$ cat src/rtl/vack_pkg.sv
package vack_pkg;
  parameter int unsigned ID_W = 16;

  typedef struct packed {
    logic            act;
    logic            pend;
    logic            grp;
    logic            nmi;
    logic [7:0]      prio;
    logic [ID_W-1:0] vid;
  } lr_t;

  localparam int unsigned LR_W = $bits(lr_t);
  localparam logic [ID_W-1:0] ID_NMI_WAIT = ID_W'(1022);
  localparam logic [ID_W-1:0] ID_SPUR     = ID_W'(1023);

  typedef enum logic [1:0] {OP_NONE, OP_ACK, OP_NMIACK, OP_RPR} op_e;

  function automatic logic id_special(input logic [ID_W-1:0] v);
    return (v >= ID_W'(1020)) && (v <= ID_W'(1023));
  endfunction
endpackage

$ cat src/rtl/vack_lr_mux.sv
module vack_lr_mux
  import vack_pkg::*;
#(
  parameter int unsigned NUM_LR = 4,
  parameter int unsigned IDX_W  = 2
) (
  input  logic [NUM_LR*LR_W-1:0] lrs_i,
  input  logic [IDX_W-1:0]       idx_i,
  output lr_t                    ent_o
);
  lr_t ents [NUM_LR];

  for (genvar i = 0; i < NUM_LR; i++) begin : g_unpack
    assign ents[i] = lr_t'(lrs_i[i*LR_W +: LR_W]);
  end

  always_comb begin
    ent_o = '0;
    if (32'(idx_i) < NUM_LR) ent_o = ents[idx_i];
  end
endmodule

$ cat src/rtl/vack_decide.sv
module vack_decide
  import vack_pkg::*;
(
  input  op_e             op_i,
  input  logic            acc_grp_i,
  input  logic            sel_valid_i,
  input  logic            preempt_i,
  input  logic            nmi_en_i,
  input  lr_t             ent_i,
  output logic [ID_W-1:0] ret_id_o,
  output logic            lr_we_o,
  output lr_t             lr_new_o,
  output logic            act_o,
  output logic            act_grp_o
);
  logic grp_ok, hit;

  always_comb begin
    grp_ok    = (op_i == OP_ACK) ? (ent_i.grp == acc_grp_i) : ent_i.grp;
    hit       = sel_valid_i && preempt_i && grp_ok &&
                ((op_i == OP_ACK) || (op_i == OP_NMIACK));
    ret_id_o  = ID_SPUR;
    lr_we_o   = 1'b0;
    lr_new_o  = ent_i;
    act_o     = 1'b0;
    act_grp_o = (op_i == OP_ACK) ? acc_grp_i : 1'b1;
    if (hit) begin
      if (id_special(ent_i.vid)) begin
        ret_id_o      = ent_i.vid;
        lr_we_o       = 1'b1;
        lr_new_o.pend = 1'b0;
      end else if (op_i == OP_ACK && nmi_en_i && ent_i.nmi) begin
        ret_id_o = ID_NMI_WAIT;
      end else if (op_i == OP_NMIACK && !ent_i.nmi) begin
        ret_id_o = ID_SPUR;
      end else begin
        ret_id_o      = ent_i.vid;
        lr_we_o       = 1'b1;
        lr_new_o.pend = 1'b0;
        lr_new_o.act  = 1'b1;
        act_o         = 1'b1;
      end
    end
  end
endmodule

$ cat src/rtl/vack_apr_bank.sv
module vack_apr_bank #(
  parameter int unsigned PREBITS = 5
) (
  input  logic                    clk,
  input  logic                    rst,
  input  logic                    set_i,
  input  logic                    set_nmi_i,
  input  logic [7:0]              prio_i,
  output logic [(1<<PREBITS)-1:0] bits_o,
  output logic                    nmi_o
);
  localparam int unsigned SHIFT  = 8 - PREBITS;
  localparam int unsigned NBITS  = 1 << PREBITS;
  localparam int unsigned SLOT_W = PREBITS;

  logic [SLOT_W-1:0] slot;
  assign slot = SLOT_W'(prio_i >> SHIFT);

  always_ff @(posedge clk) begin
    if (rst) begin
      bits_o <= '0;
      nmi_o  <= 1'b0;
    end else if (set_i) begin
      if (set_nmi_i) nmi_o <= 1'b1;
      else           bits_o[slot] <= 1'b1;
    end
  end

  assert_apr_sticky_R5: assert property (@(posedge clk) disable iff (rst)
    !$past(rst) |-> ((bits_o & $past(bits_o)) == $past(bits_o)));
  assert_apr_one_new_R5: assert property (@(posedge clk) disable iff (rst)
    !$past(rst) |-> ($countones(bits_o & ~$past(bits_o)) <= 1));
  assert_nmi_no_bit_R6: assert property (@(posedge clk) disable iff (rst)
    (set_i && set_nmi_i) |=> (bits_o == $past(bits_o)) && nmi_o);
  initial if (NBITS > 128 || PREBITS < 5) $error("vack_apr_bank: PREBITS out of range");
endmodule

$ cat src/rtl/vack_rpr.sv
module vack_rpr #(
  parameter int unsigned PREBITS = 5
) (
  input  logic [(1<<PREBITS)-1:0] g0_i,
  input  logic [(1<<PREBITS)-1:0] g1_i,
  input  logic                    g1_nmi_i,
  output logic [63:0]             rpr_o
);
  localparam int unsigned SHIFT = 8 - PREBITS;
  localparam int unsigned NBITS = 1 << PREBITS;

  logic [NBITS-1:0] all_bits;
  logic             found;
  logic [7:0]       prio;

  always_comb begin
    all_bits = g0_i | g1_i;
    found    = 1'b0;
    prio     = 8'hFF;
    for (int k = 0; k < NBITS; k++) begin
      if (!found && all_bits[k]) begin
        found = 1'b1;
        prio  = 8'(k << SHIFT);
      end
    end
    rpr_o = g1_nmi_i ? {1'b1, 63'd0} : {56'd0, prio};
  end
endmodule

$ cat src/rtl/vack_unit.sv
module vack_unit
  import vack_pkg::*;
#(
  parameter int unsigned NUM_LR  = 4,
  parameter int unsigned PREBITS = 5,
  localparam int unsigned IDX_W  = (NUM_LR > 1) ? $clog2(NUM_LR) : 1,
  localparam int unsigned NBITS  = 1 << PREBITS
) (
  input  logic                   clk,
  input  logic                   rst,
  input  logic                   ack_req_i,
  input  logic                   ack_grp_i,
  input  logic                   nmi_ack_req_i,
  input  logic                   rpr_req_i,
  input  logic                   sel_valid_i,
  input  logic [IDX_W-1:0]       sel_idx_i,
  input  logic                   sel_preempt_i,
  input  logic [NUM_LR*LR_W-1:0] lrs_i,
  input  logic                   nmi_en_i,
  output logic                   rd_valid_o,
  output logic [63:0]            rd_data_o,
  output logic                   lr_we_o,
  output logic [IDX_W-1:0]       lr_widx_o,
  output logic [LR_W-1:0]        lr_wdata_o,
  output logic [NBITS-1:0]       apr_g0_o,
  output logic [NBITS-1:0]       apr_g1_o,
  output logic [1:0]             apr_nmi_o
);
  op_e             op;
  lr_t             ent, lr_new;
  logic [ID_W-1:0] ret_id;
  logic            dec_we, act, act_grp;
  logic [63:0]     rpr_val;
  logic [NBITS-1:0] banks [2];

  always_comb begin
    if (nmi_ack_req_i)  op = OP_NMIACK;
    else if (ack_req_i) op = OP_ACK;
    else if (rpr_req_i) op = OP_RPR;
    else                op = OP_NONE;
  end

  vack_lr_mux #(.NUM_LR(NUM_LR), .IDX_W(IDX_W)) u_mux (
    .lrs_i(lrs_i), .idx_i(sel_idx_i), .ent_o(ent));

  vack_decide u_dec (
    .op_i(op), .acc_grp_i(ack_grp_i), .sel_valid_i(sel_valid_i),
    .preempt_i(sel_preempt_i), .nmi_en_i(nmi_en_i), .ent_i(ent),
    .ret_id_o(ret_id), .lr_we_o(dec_we), .lr_new_o(lr_new),
    .act_o(act), .act_grp_o(act_grp));

  for (genvar g = 0; g < 2; g++) begin : g_bank
    vack_apr_bank #(.PREBITS(PREBITS)) u_bank (
      .clk(clk), .rst(rst),
      .set_i(act && (act_grp == g[0])),
      .set_nmi_i(ent.nmi), .prio_i(ent.prio),
      .bits_o(banks[g]), .nmi_o(apr_nmi_o[g]));
  end
  assign apr_g0_o = banks[0];
  assign apr_g1_o = banks[1];

  vack_rpr #(.PREBITS(PREBITS)) u_rpr (
    .g0_i(apr_g0_o), .g1_i(apr_g1_o), .g1_nmi_i(apr_nmi_o[1]), .rpr_o(rpr_val));

  always_ff @(posedge clk) begin
    if (rst) begin
      rd_valid_o <= 1'b0;
      rd_data_o  <= '0;
      lr_we_o    <= 1'b0;
      lr_widx_o  <= '0;
      lr_wdata_o <= '0;
    end else begin
      rd_valid_o <= (op != OP_NONE);
      rd_data_o  <= (op == OP_RPR) ? rpr_val : {{(64-ID_W){1'b0}}, ret_id};
      lr_we_o    <= dec_we;
      lr_widx_o  <= sel_idx_i;
      lr_wdata_o <= lr_new;
    end
  end

  assert_one_strobe_R9: assert property (@(posedge clk) disable iff (rst)
    $onehot0({ack_req_i, nmi_ack_req_i, rpr_req_i}));
  assert_result_next_R9: assert property (@(posedge clk) disable iff (rst)
    (ack_req_i || nmi_ack_req_i || rpr_req_i) |=> rd_valid_o);
  assert_idle_quiet_R9: assert property (@(posedge clk) disable iff (rst)
    !(ack_req_i || nmi_ack_req_i || rpr_req_i) |=> !rd_valid_o && !lr_we_o);
  assert_miss_spurious_R1: assert property (@(posedge clk) disable iff (rst)
    (ack_req_i && !nmi_ack_req_i &&
     !(sel_valid_i && sel_preempt_i && ent.grp == ack_grp_i))
    |=> (rd_data_o == 64'd1023) && !lr_we_o);
  assert_nmi_hold_R3: assert property (@(posedge clk) disable iff (rst)
    (ack_req_i && !nmi_ack_req_i && nmi_en_i && sel_valid_i && sel_preempt_i &&
     ent.grp == ack_grp_i && ent.nmi && !id_special(ent.vid))
    |=> (rd_data_o == 64'd1022) && !lr_we_o);
  assert_write_not_pending_R4: assert property (@(posedge clk) disable iff (rst)
    lr_we_o |-> !lr_wdata_o[LR_W-2]);
  assert_nmiack_g0_R7: assert property (@(posedge clk) disable iff (rst)
    (nmi_ack_req_i && !ent.grp) |=> (rd_data_o == 64'd1023) && !lr_we_o);
  assert_rpr_nmi_R8: assert property (@(posedge clk) disable iff (rst)
    (rpr_req_i && !ack_req_i && !nmi_ack_req_i && apr_nmi_o[1])
    |=> rd_data_o == {1'b1, 63'd0});
endmodule

$ cat config.mk
export PLATFORM = sky130hd
export DESIGN_NAME = vack_unit
export DESIGN_NICKNAME = d
export VERILOG_FILES = /design/src/rtl/vack_pkg.sv /design/src/rtl/vack_lr_mux.sv /design/src/rtl/vack_decide.sv /design/src/rtl/vack_apr_bank.sv /design/src/rtl/vack_rpr.sv /design/src/rtl/vack_unit.sv
export SDC_FILE = /design/constraint.sdc
export NUM_CORES = 1
export LEC_CHECK = 0
export BUFFER_PORTS_ARGS = -buffer_cell sky130_fd_sc_hd__buf_2
export CAP_MARGIN = 20
export CORE_MARGIN = 2
export CORE_UTILIZATION = 40
export DETAILED_ROUTE_END_ITERATION = 12
export GPL_TIMING_DRIVEN = 0
export MAX_ROUTING_LAYER = met4
export PLACE_DENSITY = 0.83
export SETUP_SLACK_MARGIN = 0.5
export SYNTH_ARGS = -nofsm -noshare
export SYNTH_HDL_FRONTEND = slang
export SYNTH_SLANG_ARGS = --single-unit
$ cat constraint.sdc
create_clock -name clk -period 3.9 [get_ports clk]
set_clock_uncertainty 0.1 [all_clocks]
set_input_delay 0.585 -clock clk [delete_from_list [all_inputs] [get_ports clk]]
set_output_delay 0.585 -clock clk [all_outputs]
set_load 0.005 [all_outputs]
==> results.ini, run 1 <==
[clock_network]
holdBufCountCts=0
clk_pin_slew_worst_paths_ns=0.05
post_cts_resized=0
clk_latency_ns=0.41
clockBufferDepth=2
htree_levels=4
root_buffer=clkbuf_16
clock-sinks=115
cts_setup_buffers=0
cts_tree=done
numCtsBuffers=17

[sta]
finalMaxSlewViolations=0
finalHoldViolCount=0
rsz0062_at_grt=no
fmax_mhz=309
worst_pin_slew_ns=0.845
setup_viol=0
layout_min_cycle_time_ns=3.23
max-slew-margin-rel_pct=43.5
min_period_over_period_pct=82.9
setup_tns_ns=0

[synthesis]
synthSimpleGateAreaFrac_pct=15.4
yosys-mux-area-fraction_pct=12.3
ys_seq_area_share_pct=42.6
yosysUniqueCellTypes=55
async_reset_ff_share_pct=0
synthFlopType=dfxtp_1
synth-xor-area-share_pct=0.301
syn_area_um2=5400
ys_ff_latch=115
yosysWarningCount=0
synth_area_per_cell_um2=9.94
synth_compound_area_share_pct=14.3
synth_top_family_by_area=simple AND/OR/NAND/NOR gates
synth_edf_count=0
synthAdderAreaFrac_pct=0.927
synth_cells=543

[route]
dr_total_vias=5298
avgViaCountPerCell=5.12
drtIter0Drc=413
wire_per_inst_um=18.0
firstDrtPassIters=5
ant_nets=0
routed_wirelength_um=18600
drc_errors=0

[setup_path]
worstPathRequired_ns=4.13
start_kind=input port
arrival_ns=3.46
critPathKind=in2reg
rrSetupSlack_ns=0.98
path_max_fanout=10
endpoint_kind=flip-flop

[die]
rows=42
io_pins=285
die_height_um=120
die_area_um2=14400
start_util_pct=40.9
die-width_um=120
coreArea_um2=13200

[placement]
io_buffers=237
place.gp.congestion=0.882
place_area_um2=6980
hpwl_um=14700

[finish]
syn2layout_area_growth_pct=40.3
final_cell_area_um2=7580
num_antenna_cells=0
final_nets=972
drive_above_1_share_pct=43.6

[flow_run]
cap_violations=0

[global_routing]
gr-total-overflow=0
grt_pass1_wl_um=27700
grt_pass1_vias=5082
grt_antenna_before_repair=0
grtUsageTotal_pct=26.1
grt_start_max_net_pins=17

[power]
powerDensity_nw_per_um2=415
peakVddDrop_v=0.000291
p_leak_nw=3.58

[min_path]
hold_path.class=reg2reg

[outcome]
status=complete, no violations

## cells in the mapped netlist, drive strengths merged, types with 2 or more instances
library cell	instances	area, um^2
a31oi	2	12.5
o22ai	64	482
inv	68	255
a21boi	3	22.5
buf	62	465
and3	7	43.8
nor4	17	121
dfxtp	115	2300
nor3	2	10.0
nand4b	4	50.1
a21o	2	15.0
nor3b	3	22.5
mux4	28	653
nor2b	31	194
ha	4	50.1
or4	2	15.0
o311ai	3	26.3
nand2b	3	18.8
nand2	29	109
o21a	2	15.0
nand3	6	40.0
o31ai	3	27.5
clkbuf	11	41.3
a21oi	4	20.0
nor2	27	104
o21ai	16	80.1
nand4	6	37.5
and2	3	18.8
## through the flow
stage / util [%] / total power, mW / hold WS [ns] / worst slack, ns / std cells
5_1_grt: 57.4 / 3.25 / 0.422 / 0.556 / 1034
3_5_place_dp: 52.9 / 1.62 / 0.376 / 0.392 / 1002
6_report: 57.4 / 3.15 / 0.385 / 0.666 / 1034
2_1_floorplan: - / 1.46 / 0.338 / 1.02 / 589
4_1_cts: 57.4 / 3.16 / 0.385 / 0.758 / 1034
3_3_place_gp: 52.9 / 1.61 / 0.375 / 0.514 / 1002
## final timing paths
kind,to,from,depth (start not counted)
setup / recovery,g_bank[1].u_bank.bits_o[17]$_SDFFE_PP0P_,sel_idx_i[1],8
hold / removal,g_bank[0].u_bank.bits_o[27]$_SDFFE_PP0P_,g_bank[0].u_bank.bits_o[27]$_SDFFE_PP0P_,2
setup reg to reg,rd_data_o[0]$_SDFF_PP0_,g_bank[1].u_bank.bits_o[16]$_SDFFE_PP0P_,6
hold reg to reg,g_bank[0].u_bank.bits_o[27]$_SDFFE_PP0P_,g_bank[0].u_bank.bits_o[27]$_SDFFE_PP0P_,2
## power by group
| group | switching [mW] | internal (mW) |
|---|---|---|
| clock network | 0.530 | 1.02 |
| registers | 0.00914 | 1.21 |
| logic | 0.186 | 0.189 |
## cell usage in the layout, fill, tap and decap left out, types with 3 or more instances in the layout
cell type	netlist	final
nor2b_1	31	31
o21ai_0	16	16
o22ai_2	13	13
conb_1	1	47
clkbuf_1	11	12
nand2_1	29	29
buf_6	3	3
mux4_1	6	6
clkbuf_16	0	17
nand2b_1	3	3
and3_1	7	7
mux4_2	22	22
and2_1	3	3
inv_1	68	68
clkinv_2	0	5
o22ai_1	51	51
clkbuf_8	0	5
o311ai_0	3	3
nand3_1	4	4
nand4b_1	3	3
nand4_1	6	6
nor3b_1	3	3
nor4_1	16	16
buf_2	6	243
ha_1	4	4
nor2_1	26	26
buf_4	51	51
a21oi_1	4	4
a21boi_0	3	3
dfxtp_1	115	115
## kinds of logic after synthesis
logic type               count (synthesis)
AND/OR/NAND/NOR                        145
buffers and inverters                  141
multiplexers                            29
other                                    1
AO/OA/AOI/OAI                          107
adder cells (fa/ha/maj)                  4
flip-flops                             115
XOR/XNOR                                 1
## metal layers
metal	vias up	wire [um]	GRT usage (%)
li1	2443	-	-
met5	-	0	-
met3	31	1520	6.60
met2	295	9080	40.4
met4	0	293	8.24
met1	2529	7730	33.6
## state kept, by name, summed over array words and instances, names as in the netlist
name	flops
g_bank.u_bank.bits_o	64
g_bank.u_bank.nmi_o	2
lr_wdata_o	28
lr_we_o	1
lr_widx_o	2
rd_data_o	17
rd_valid_o	1
## worst max-delay path, cell delays in order
cell	delay (ns)
buf_2	0.12
buf_2	0.25
buf_2	0.36
buf_1	0.48
mux4_2	0.47
nor3b_1	0.67
nand2_1	0.27
o22ai_1	0.23
## final cells by class
type | count | area, um^2
buffer | 73 | 507
clock inverter | 9 | 101
fill | 1152 | 5610
clock buffer | 23 | 498
multi-input combinational | 333 | 2510
timing repair buffer | 237 | 1190
sequential | 115 | 2300
tap | 176 | 220
inverter | 68 | 255
No activity file was read; power rests on OpenSTA's default activity.
==> run 2, diff against run 1 <==
--- a/config.mk
+++ b/config.mk
@@ -5,6 +5,7 @@
 export SDC_FILE = /design/constraint.sdc
 export NUM_CORES = 1
 export LEC_CHECK = 0
+export ABC_AREA = 1
 export BUFFER_PORTS_ARGS = -buffer_cell sky130_fd_sc_hd__buf_2
 export CAP_MARGIN = 20
 export CORE_MARGIN = 2
@@ -12,7 +13,7 @@
 export DETAILED_ROUTE_END_ITERATION = 12
 export GPL_TIMING_DRIVEN = 0
 export MAX_ROUTING_LAYER = met4
-export PLACE_DENSITY = 0.83
+export PLACE_DENSITY = 0.86
 export SETUP_SLACK_MARGIN = 0.5
 export SYNTH_ARGS = -nofsm -noshare
 export SYNTH_HDL_FRONTEND = slang
==> constraint.sdc (replaced) <==
create_clock -name clk -period 2.6 [get_ports clk]
set_clock_uncertainty 0.1 [all_clocks]
set_input_delay 0.39 -clock clk [delete_from_list [all_inputs] [get_ports clk]]
set_output_delay 0.39 -clock clk [all_outputs]
set_load 0.005 [all_outputs]
==> results.ini, run 2 <==
[outcome]
status=complete, but fails checks  ; was complete, no violations
violations=negative setup slack

[finish]
fin_cells=1336  ; was 1,034
regMostFlops=g_bank.u_bank.bits_o  ; unchanged
final_nets=1270  ; was 972
nFillCells=999  ; was 1,152
top_regs=g_bank.u_bank.bits_o: 64 flops, lr_wdata_o: 28 flops, rd_data_o: 17 flops  ; unchanged
layout_common_cells=buf_2 (234), nor2_1 (158), nand2_1 (112)  ; was buf_2 (243), dfxtp_1 (115), inv_1 (68)
syn2layout_area_growth_pct=71.7  ; was 40.3%
layout_commonest_cell=buf_2  ; unchanged
final_cell_area_um2=9570  ; was 7580 um^2
largest_reg_flops=64  ; unchanged
num_antenna_cells=0  ; unchanged
finish.utilization_pct=69.7  ; was 57.4%
drive_above_1_share_pct=51.0  ; was 43.6%

[setup_path]
start_kind=flip-flop  ; was input port
cp_slowest_cell=dfxtp_1  ; was nor3b_1
path_buf_inv=1  ; was 4
critPathKind=reg2reg  ; was in2reg
cp_top_family=simple AND/OR/NAND/NOR gates  ; was buffers and inverters
worstPathRequired_ns=2.80  ; was 4.13 ns
path_max_fanout=3  ; was 10
slowest_delay_ns=0.35  ; was 0.67 ns
arrival_ns=3.07  ; was 3.46 ns
endpoint_kind=flip-flop  ; unchanged
cpMostUsedCell=nand2_1  ; was buf_2
cp_cell_sequence=nor2_1, nand4_4, nor2_4, buf_4, nand2_1, nor3_1, o21ai_0, nor3b_2, o21ai_0, nor2_1, nand2_1, a21oi_1, nand2_1, a21oi_1, nand2_1, a21oi_1, nand3_1, nand2_1  ; was buf_2, buf_2, buf_2, buf_1, mux4_2, nor3b_1, nand2_1, o22ai_1

[route]
drtIter0Drc=636  ; was 413
routed_wirelength_um=23700  ; was 18,600 um
avgViaCountPerCell=5.24  ; was 5.12
ant_nets=0  ; unchanged
drc_errors=0  ; unchanged
firstDrtPassIters=5  ; unchanged
dr_total_vias=6996  ; was 5,298
wire_per_inst_um=17.7  ; was 18.0 um

[sta]
fmax_mhz=349
layout_min_cycle_time_ns=2.87
rsz0062_at_grt=yes  ; was no
finalHoldViolCount=0  ; unchanged
worst_pin_slew_ns=0.843  ; was 0.845 ns
setup_viol=6  ; was 0
finalMaxSlewViolations=0  ; unchanged
fin_hold_ws_ns=0.154  ; was 0.385 ns
min_period_over_period_pct=110
max-slew-margin-rel_pct=43.8  ; was 43.5%
setup_tns_ns=-0.671  ; was 0 ns
setup_slack_ns=-0.266  ; was 0.666 ns

[synthesis]
synth_area_per_cell_um2=7.16  ; was 9.94 um^2
synth_cells=778  ; was 543
yosys-top-cells-area=dfxtp_1 (41%), nor2_1 (13%), a21oi_1 (8.9%)  ; was dfxtp_1 (43%), mux4_2 (9.2%), buf_4 (7.1%)
ys_seq_area_share_pct=41.3  ; was 42.6%
syn_area_um2=5570  ; was 5400 um^2
synth_common_cells=nor2_1 (190), nand2_1 (130), dfxtp_1 (115)  ; was dfxtp_1 (115), inv_1 (68), buf_4 (51), o22ai_1 (51), nor2b_1 (31)
yosysUniqueCellTypes=35  ; was 55
synthFlopType=dfxtp_1  ; unchanged
async_reset_ff_share_pct=0  ; unchanged
synth_most_common_cell=nor2_1  ; was dfxtp_1
synth_edf_count=0  ; unchanged
synth.top_cell.area_share_pct=41.3  ; was 42.6%
yosysTopAreaCell=dfxtp_1  ; unchanged
ys_ff_latch=115  ; unchanged
yosysWarningCount=0  ; unchanged

[global_routing]
grt_pass1_wl_um=33700  ; was 27,700 um
grt_start_max_net_pins=17  ; unchanged
grt_pass1_vias=6601  ; was 5,082
grt_antenna_before_repair=0  ; unchanged
gr-total-overflow=0  ; unchanged
grtUsageTotal_pct=30.6  ; was 26.1%

[die]
die-width_um=122  ; was 120 um
rows=43  ; was 42
start_util_pct=40.6  ; was 40.9%
coreArea_um2=13700  ; was 13,200 um^2
die_area_um2=14900  ; was 14,400 um^2
die_height_um=122  ; was 120 um
io_pins=285  ; unchanged

[power]
powerDensity_nw_per_um2=522  ; was 415 nW/um^2
p_leak_nw=4.83  ; was 3.58 nW
power_mw=5.00  ; was 3.15 mW
peakVddDrop_v=0.000428  ; was 0.000291 V

[clock_network]
clock-sinks=115  ; unchanged
clk_latency_ns=0.42  ; was 0.41 ns
root_buffer=clkbuf_16  ; unchanged
clockBufferDepth=2  ; unchanged
htree_levels=4  ; unchanged
numCtsBuffers=17  ; unchanged
clk_pin_slew_worst_paths_ns=0.05  ; about the same
cts_tree=done  ; unchanged

[placement]
place_ws_ns=-0.773  ; was 0.392 ns
place_area_um2=7530  ; was 6980 um^2
hpwl_um=15400  ; was 14,700 um
place.gp.congestion=0.982  ; was 0.882
dp.cells=1241  ; was 1,002
io_buffers=237  ; unchanged

[min_path]
hold_path.class=in2reg  ; was reg2reg

[flow_run]
cap_violations=0  ; unchanged

[run 2: changes by cell type in the layout (fill, tap and decap cells not counted), sizes merged, moves of 31 or more]
cell / delta
nand2: +102
a21oi: +95
o22ai: -63
nor2b: -31
nor2: +171
buf: +71
[run 2: path summary, 6_finish.rpt]
check	from	end	slack (ns)	depth (start not counted)
setup / recovery	g_bank[1].u_bank.bits_o[6]$_SDFFE_PP0P_	rd_data_o[3]$_SDFF_PP0_	-0.27	18
hold / removal	lrs_i[101]	lr_wdata_o[17]$_SDFF_PP0_	0.15	3
setup reg to reg	g_bank[1].u_bank.bits_o[6]$_SDFFE_PP0P_	rd_data_o[3]$_SDFF_PP0_	-0.27	18
hold reg to reg	g_bank[0].u_bank.nmi_o$_SDFFE_PP0P_	g_bank[0].u_bank.nmi_o$_SDFFE_PP0P_	0.37	2
[run 2: tightest hold or removal path, delay by kind of cell]
family	cells	cell delay [ns]
buffers and inverters	1	0.07
AO/OA/AOI/OAI	2	0.17
[run 2: metal layers]
layer | part of all wire, % | global-route usage [%] | wire, um | vias up
met2 | 47 | 48.9 | 11200 | 453
li1 | - | - | - | 3210
met1 | 39 | 36.6 | 9200 | 3223
met4 | 5.0 | 14.6 | 1180 | 0
met3 | 9.0 | 6.88 | 2120 | 110
met5 | 0 | - | 0 | -
[run 2: power breakdown]
| group | switching [mW] | total [mW] | leakage, nW | internal [mW] |
|---|---|---|---|---|
| sequential | 0.0172 | 1.84 | 0.942 | 1.82 |
| combinational | 0.461 | 0.829 | 3.61 | 0.369 |
| clock | 0.872 | 2.33 | 0.278 | 1.46 |
[run 2: logic make-up (layout without fill, tap and decap cells)]
group	Yosys count	count (layout)	synth area share, %
simple gates	372	372	29.2
compound gates	154	154	16.0
buf+inv	132	464	12.5
flops	115	115	41.3
fa+ha+maj	4	4	0.898
other cells	1	47	0.0673
[run 2: cell type report]
| class | instances | area [um^2] | area share [%] |
|---|---|---|---|
| Sequential cell | 115 | 2310 | 24.2 |
| Clock buffer | 20 | 457 | 4.77 |
| Inverter | 47 | 216 | 2.26 |
| Timing Repair Buffer | 300 | 1950 | 20.4 |
| Multi-Input combinational cell | 577 | 3530 | 36.9 |
| Tap cell | 180 | 225 | 2.35 |
| Clock inverter | 12 | 131 | 1.37 |
| Buffer | 85 | 744 | 7.78 |
[run 2: repair_timing]
action / CTS / global route
buffers inserted: 38 / 15
setup endpoints to repair: 91 / 82
pin swaps: 30 / 37
hold buffers: 0 / 0
gates cloned: 10 / 0
resized for setup: 105 / 110
